===== src/rtl/pcm_code_fmt.sv =====
module pcm_code_fmt #(
  parameter int CW = 8,
  parameter int MW = 14
) (
  input  logic          clk,
  input  logic          rst_n,
  input  logic          in_valid,
  input  logic          dir,
  input  logic          law,
  input  logic [1:0]    fmt,
  input  logic [CW-1:0] in_code,
  output logic          out_valid,
  output logic [CW-1:0] out_code,
  output logic          out_sign,
  output logic [2:0]    out_chord,
  output logic [3:0]    out_step,
  output logic [MW-1:0] out_mag
);
  localparam logic [MW-1:0] BIAS = MW'(33);

  logic [CW-1:0] mask, flipped, fields;
  logic [2:0]    c;
  logic [3:0]    s;
  logic [MW-1:0] seg, mag;

  always_comb begin
    case (fmt)
      2'd1:    mask = 8'h7F;
      2'd2:    mask = 8'h55;
      default: mask = 8'h00;
    endcase
  end

  assign flipped = in_code ^ mask;
  assign fields  = dir ? flipped : in_code;
  assign c       = fields[6:4];
  assign s       = fields[3:0];
  assign seg     = (BIAS + MW'({s, 1'b0})) << c;

  always_comb begin
    if (!law)          mag = seg - BIAS;
    else if (c == 3'd0) mag = MW'(2) + MW'({s, 2'b00});
    else               mag = seg;
  end

  always_ff @(posedge clk) begin
    if (!rst_n) begin
      out_valid <= 1'b0;
      out_code  <= '0;
      out_sign  <= 1'b0;
      out_chord <= '0;
      out_step  <= '0;
      out_mag   <= '0;
    end else begin
      out_valid <= in_valid;
      if (in_valid) begin
        out_code  <= flipped;
        out_sign  <= fields[7];
        out_chord <= c;
        out_step  <= s;
        out_mag   <= mag;
      end
    end
  end
endmodule



===== config.mk =====
export PLATFORM = sky130hd
export DESIGN_NAME = pcm_code_fmt
export DESIGN_NICKNAME = d
export VERILOG_FILES = /design/src/rtl/pcm_code_fmt.sv
export SDC_FILE = /design/constraint.sdc
export NUM_CORES = 1
export LEC_CHECK = 0
export ABC_AREA = 1
export CAP_MARGIN = 0
export CORE_UTILIZATION = 50
export DETAILED_ROUTE_END_ITERATION = 7
export PLACE_DENSITY = 0.9
export SLEW_MARGIN = 40
export SYNTH_ARGS = -nofsm -noshare
export SYNTH_HDL_FRONTEND = slang
export SYNTH_SLANG_ARGS = --single-unit
export TNS_END_PERCENT = 30

===== constraint.sdc =====
create_clock -name clk -period 4.8 [get_ports clk]
set_input_delay 0.96 -clock clk [delete_from_list [all_inputs] [get_ports clk]]
set_output_delay 0.96 -clock clk [all_outputs]
set_load 0.05 [all_outputs]

## After elaboration in Yosys (flattened, before gate mapping)

Cells that the tools add are included.

- Add/subtract/negate cells: 3
- Equality and inequality tests: 2
- Shift-type cells: 1
- Muxes and demuxes: 4
- Bitwise logic cells: 1
- Reduce and logical (&&, ||, !) cells: 1

Operators by type and width:

| kind | number |
|---|---|
| 14-bit two-way mux | 2 |
| 7-bit case mux with 2 select lines | 1 |
| 7-bit by 3-bit << shifter with 14-bit output | 1 |
| 14-bit by 6-bit subtractor with 14-bit output, second input constant | 1 |
| 8-bit two-way mux | 1 |
| 8-bit bitwise XOR | 1 |
| 2-bit by 6-bit adder with 7-bit output, first input constant | 1 |
| 6-bit by 5-bit adder with 7-bit output, first input constant | 1 |
| 3-bit zero test | 1 |
| 2-bit by 1-bit equality test with 1-bit output, second input constant | 1 |
| 2-bit equality test, second input constant | 1 |

- Flip-flop bits (word level): 31
- Bits of input ports: 15

## Depth between registers and ports, before layout

- Depth after elaboration: 8
- Depth in mapped cells: 17
- Mapped depth without buffers: 17

## Worst setup path before layout

OpenSTA, ideal clock, no wires.

- Path type: input to register
- From: in fmt[1]
- To: reg out_mag[9]
- Setup time: 0.109 ns
- Arrival: 2.400 ns
- Path slack: 2.291 ns
- Cell stages on the path: 16
- Path through: inv_1 > ha_1 > inv_2 > nand2_2 > nand2_1 > nand2_2 > nand2_4 > nand2_2 > nor2_1 > a21oi_2 > nand2_4 > nand4_2 > o21bai_1 > nand3_1 > nand2_1 > inv_1

- Word-level cells in the longest chain between the ends: 8

Ends and longest elaborated chain:

| item | RTL line | text |
|---|---|---|
| start, declared | 10 | `input logic [1:0] fmt,` |
| 2-bit equality test / 2-bit by 1-bit equality test with 1-bit output (equally long branches) | 27 | `case (fmt)` |
| 7-bit case mux with 2 select lines (*) | 27 |  |
| 8-bit bitwise XOR (*) | 34 | `assign flipped = in_code ^ mask;` |
| 8-bit two-way mux (*) | 35 | `assign fields = dir ? flipped : in_code;` |
| 6-bit by 5-bit adder with 7-bit output | 38 | `assign seg = (BIAS + MW'({s, 1'b0})) << c;` |
| 7-bit by 3-bit << shifter with 14-bit output | 38 |  |
| 14-bit by 6-bit subtractor with 14-bit output / 14-bit two-way mux (equally long branches) | 41, 42 |  |
| 14-bit two-way mux (*) | 41 | `if (!law) mag = seg - BIAS;` |
| end signal, assigned | 61 | `out_mag <= mag;` |
| end, declared | 17 | `output logic [MW-1:0] out_mag` |

Mark *: on every way between the ends. The rest lies on a longest branch, timed or not.
A chain may end at the register's enable or synchronous reset.

## Final worst setup path

Ends and elaborated chain as after synthesis.

==> reports/qor.yml <==
floorplan:
  rows: 21
  fp.dieW_um: 62.4
  dieArea_sq_mm: 0.00389
  die_h_um: 62.4
  boundaryPins: 46
  start_util_pct: 53.3
  fp.coreArea_sq_mm: 0.00342
synthesis:
  syn_inst: 269
  ys_seq_area_share_pct: 33.0
  synth_cell_types: 29
  synth-seq-cells: 30
  yosys_warnings: 0
  syn_area_sq_mm: 0.00182
  avgSynthCellArea_sq_um: 6.77
  synthesis.nets: 285
run_status:
  status: "finished, final reports clean"
placement:
  hpwl_um: 3020
  dpl.cell_count: 349
  place.gp.congestion: 0.928
  portBuffers: 45
  dp_slack_ns: 1.47
critical_path:
  path_class: "in2reg"
  path_max_fanout: 14
  crit_required_ns: 5.05
  start_kind: "primary input"
  crit_arrival_ns: 3.23
  end_kind: "flip-flop"
routing:
  avgRoutedWirePerCell_um: 11.4
  drt_iter0_markers: 94
  routed_wl_um: 4080
  drc: 0
  firstDrtPassIters: 4
  vias: 1855
  ant_nets: 0
  routed_via_density: 5.20
cts:
  cts_setup_buffers: 0
  numCtsBuffers: 5
  clock-sinks: 30
  cts_tree: "done"
  clk_latency_ns: 0.33
  cts_resized: 0
  ctsHoldBuffers: 0
  cts_max_level: 2
  cts_buffer_depth: 2
  cts_root_buffer: "clkbuf_4"
  path_clk_slew_ns: 0.11
power:
  ir_worst_vdd_v: 0.000186
  p_leak_nw: 1.13
  power_uw: 721
  p_per_area_mw_per_mm2: 309
finish:
  mostFrequentLayoutCell: "nand2_1"
  diodes: 0
  nNetsFinal: 326
  post_layout_nonfiller_instances: 357
  syn2layout_area_growth_pct: 28.1
  drive_gt1_share_pct: 13.8
  final_cell_mix: "nand2_1 (88), clkdlybuf4s50_1 (45), inv_1 (30), dfxtp_1 (30), nand3_1 (23)"
sta:
  final_max_slew_viol_count: 0
  fin_ws_ns: 1.83
  fin_crit_sh_pct: 62.0
  fin_skew_ns: 0
  fmax_ghz: 0.336
  finalHoldViolations: 0
  rsz0062_at_grt: "false"
  max_slew_margin_pct: 47.1
  setup_viol: 0
  period_needed_ns: 2.97
  tightest_slew_ns: 0.791
  setup_tns_ns: 0
flow_run:
  maxCapViolCount: 0
global_routing:
  grt.total_usage_pct: 22.7
  antenna_found_initial: 0
  overflow: 0
  grt_pass1_wl_um: 7020
  grt_pass1_vias: 1630
  grt_max_degree: 45
min_path:
  hold_path.class: "reg2reg"
-- worst paths after layout --
path	start	cells after the start	slack, ns	end
worst max-delay path	fmt[1]	16	1.83	out_mag[9]$_SDFFE_PN0P_
worst min-delay path	out_mag[13]$_SDFFE_PN0P_	2	0.46	out_mag[13]$_SDFFE_PN0P_
worst max register to register	out_mag[3]$_SDFFE_PN0P_	2	4.04	out_mag[3]$_SDFFE_PN0P_
worst min register to register	out_mag[13]$_SDFFE_PN0P_	2	0.46	out_mag[13]$_SDFFE_PN0P_
-- cell type report --
type,instances,area (sq um)
Clock buffer,6,51.3
Clock inverter,2,12.5
Fill cell,295,1080
Inverter,38,148
Multi-Input combinational cell,189,1010
Sequential cell,30,601
Tap cell,46,57.6
Timing Repair Buffer,46,458
-- Yosys cell counts --
library cell | number | area share (%)
o211ai_1 | 14 | 5.8
nand3_1 | 23 | 6.3
nand3_2 | 6 | 3.3
buf_4 | 2 | 0.82
nand2_2 | 10 | 3.4
nand4_2 | 1 | 0.69
o22ai_1 | 1 | 0.34
inv_1 | 30 | 6.2
buf_6 | 2 | 1.2
nand3_4 | 2 | 1.9
o21bai_1 | 1 | 0.41
a31oi_1 | 1 | 0.34
nor2_1 | 10 | 2.1
nand2_1 | 88 | 18
o21ai_0 | 8 | 2.2
nor2_4 | 1 | 0.62
ha_1 | 1 | 0.69
inv_2 | 6 | 1.2
a21oi_1 | 10 | 2.7
a21oi_2 | 2 | 0.96
nand4_1 | 2 | 0.69
o21ai_4 | 1 | 0.89
clkbuf_1 | 8 | 1.6
nand2_4 | 3 | 1.9
a221oi_1 | 1 | 0.48
o2111ai_1 | 2 | 0.96
inv_4 | 2 | 0.69
dfxtp_1 | 30 | 33
a211oi_1 | 1 | 0.41
-- flip-flops by register name (all words and copies together) (netlist names) --
signal / flops
out_chord: 3
out_valid: 1
out_code: 8
out_step: 4
out_mag: 14
-- cells by family (layout without fill, tap and decap cells) --
kind of cell	count (synthesis)	count (layout)	synth area share [%]
AND/OR/NAND/NOR	146	146	39.0
buffers and inverters	50	92	11.8
AO/OA/AOI/OAI	42	42	15.5
flip-flops	30	30	33.0
adder cells (fa/ha/maj)	1	1	0.687
-- report_power, final --
part	internal, mW	total, mW	switching, mW
Sequential	0.269	0.278	0.00974
Combinational	0.0922	0.280	0.188
Clock	0.0703	0.162	0.0921
-- routing by layer --
layer,global-route usage [%],part of all wire [%],vias to the layer above
met4,9.30,2.0,0
met5,0,0,-
li1,-,-,958
met3,6.43,8.4,11
met2,36.1,44,65
met1,28.7,46,821
-- worst max-delay path: stages --
cell and delay (ns):
clkdlybuf4s50_1 0.46, inv_1 0.04, ha_1 0.35, inv_2 0.08
nand2_2 0.07, nand2_2 0.06, o21ai_4 0.36, inv_2 0.17
nand2_1 0.14, nand3_2 0.14, nand3_4 0.11, nor2_4 0.04
nand3_2 0.05, nand3_1 0.08, nand2_1 0.08, inv_1 0.03
-- stage by stage --
step	utilization, %	cell area, sq um	hold slack (ns)
floorplan	-	1820	0.664
global placement	66.4	2270	0.427
global route	68.3	2330	0.475
detailed placement	66.4	2270	0.441
CTS	68.3	2330	0.458
finish	68.3	2330	0.456
(Power assumes the default switching activity.)
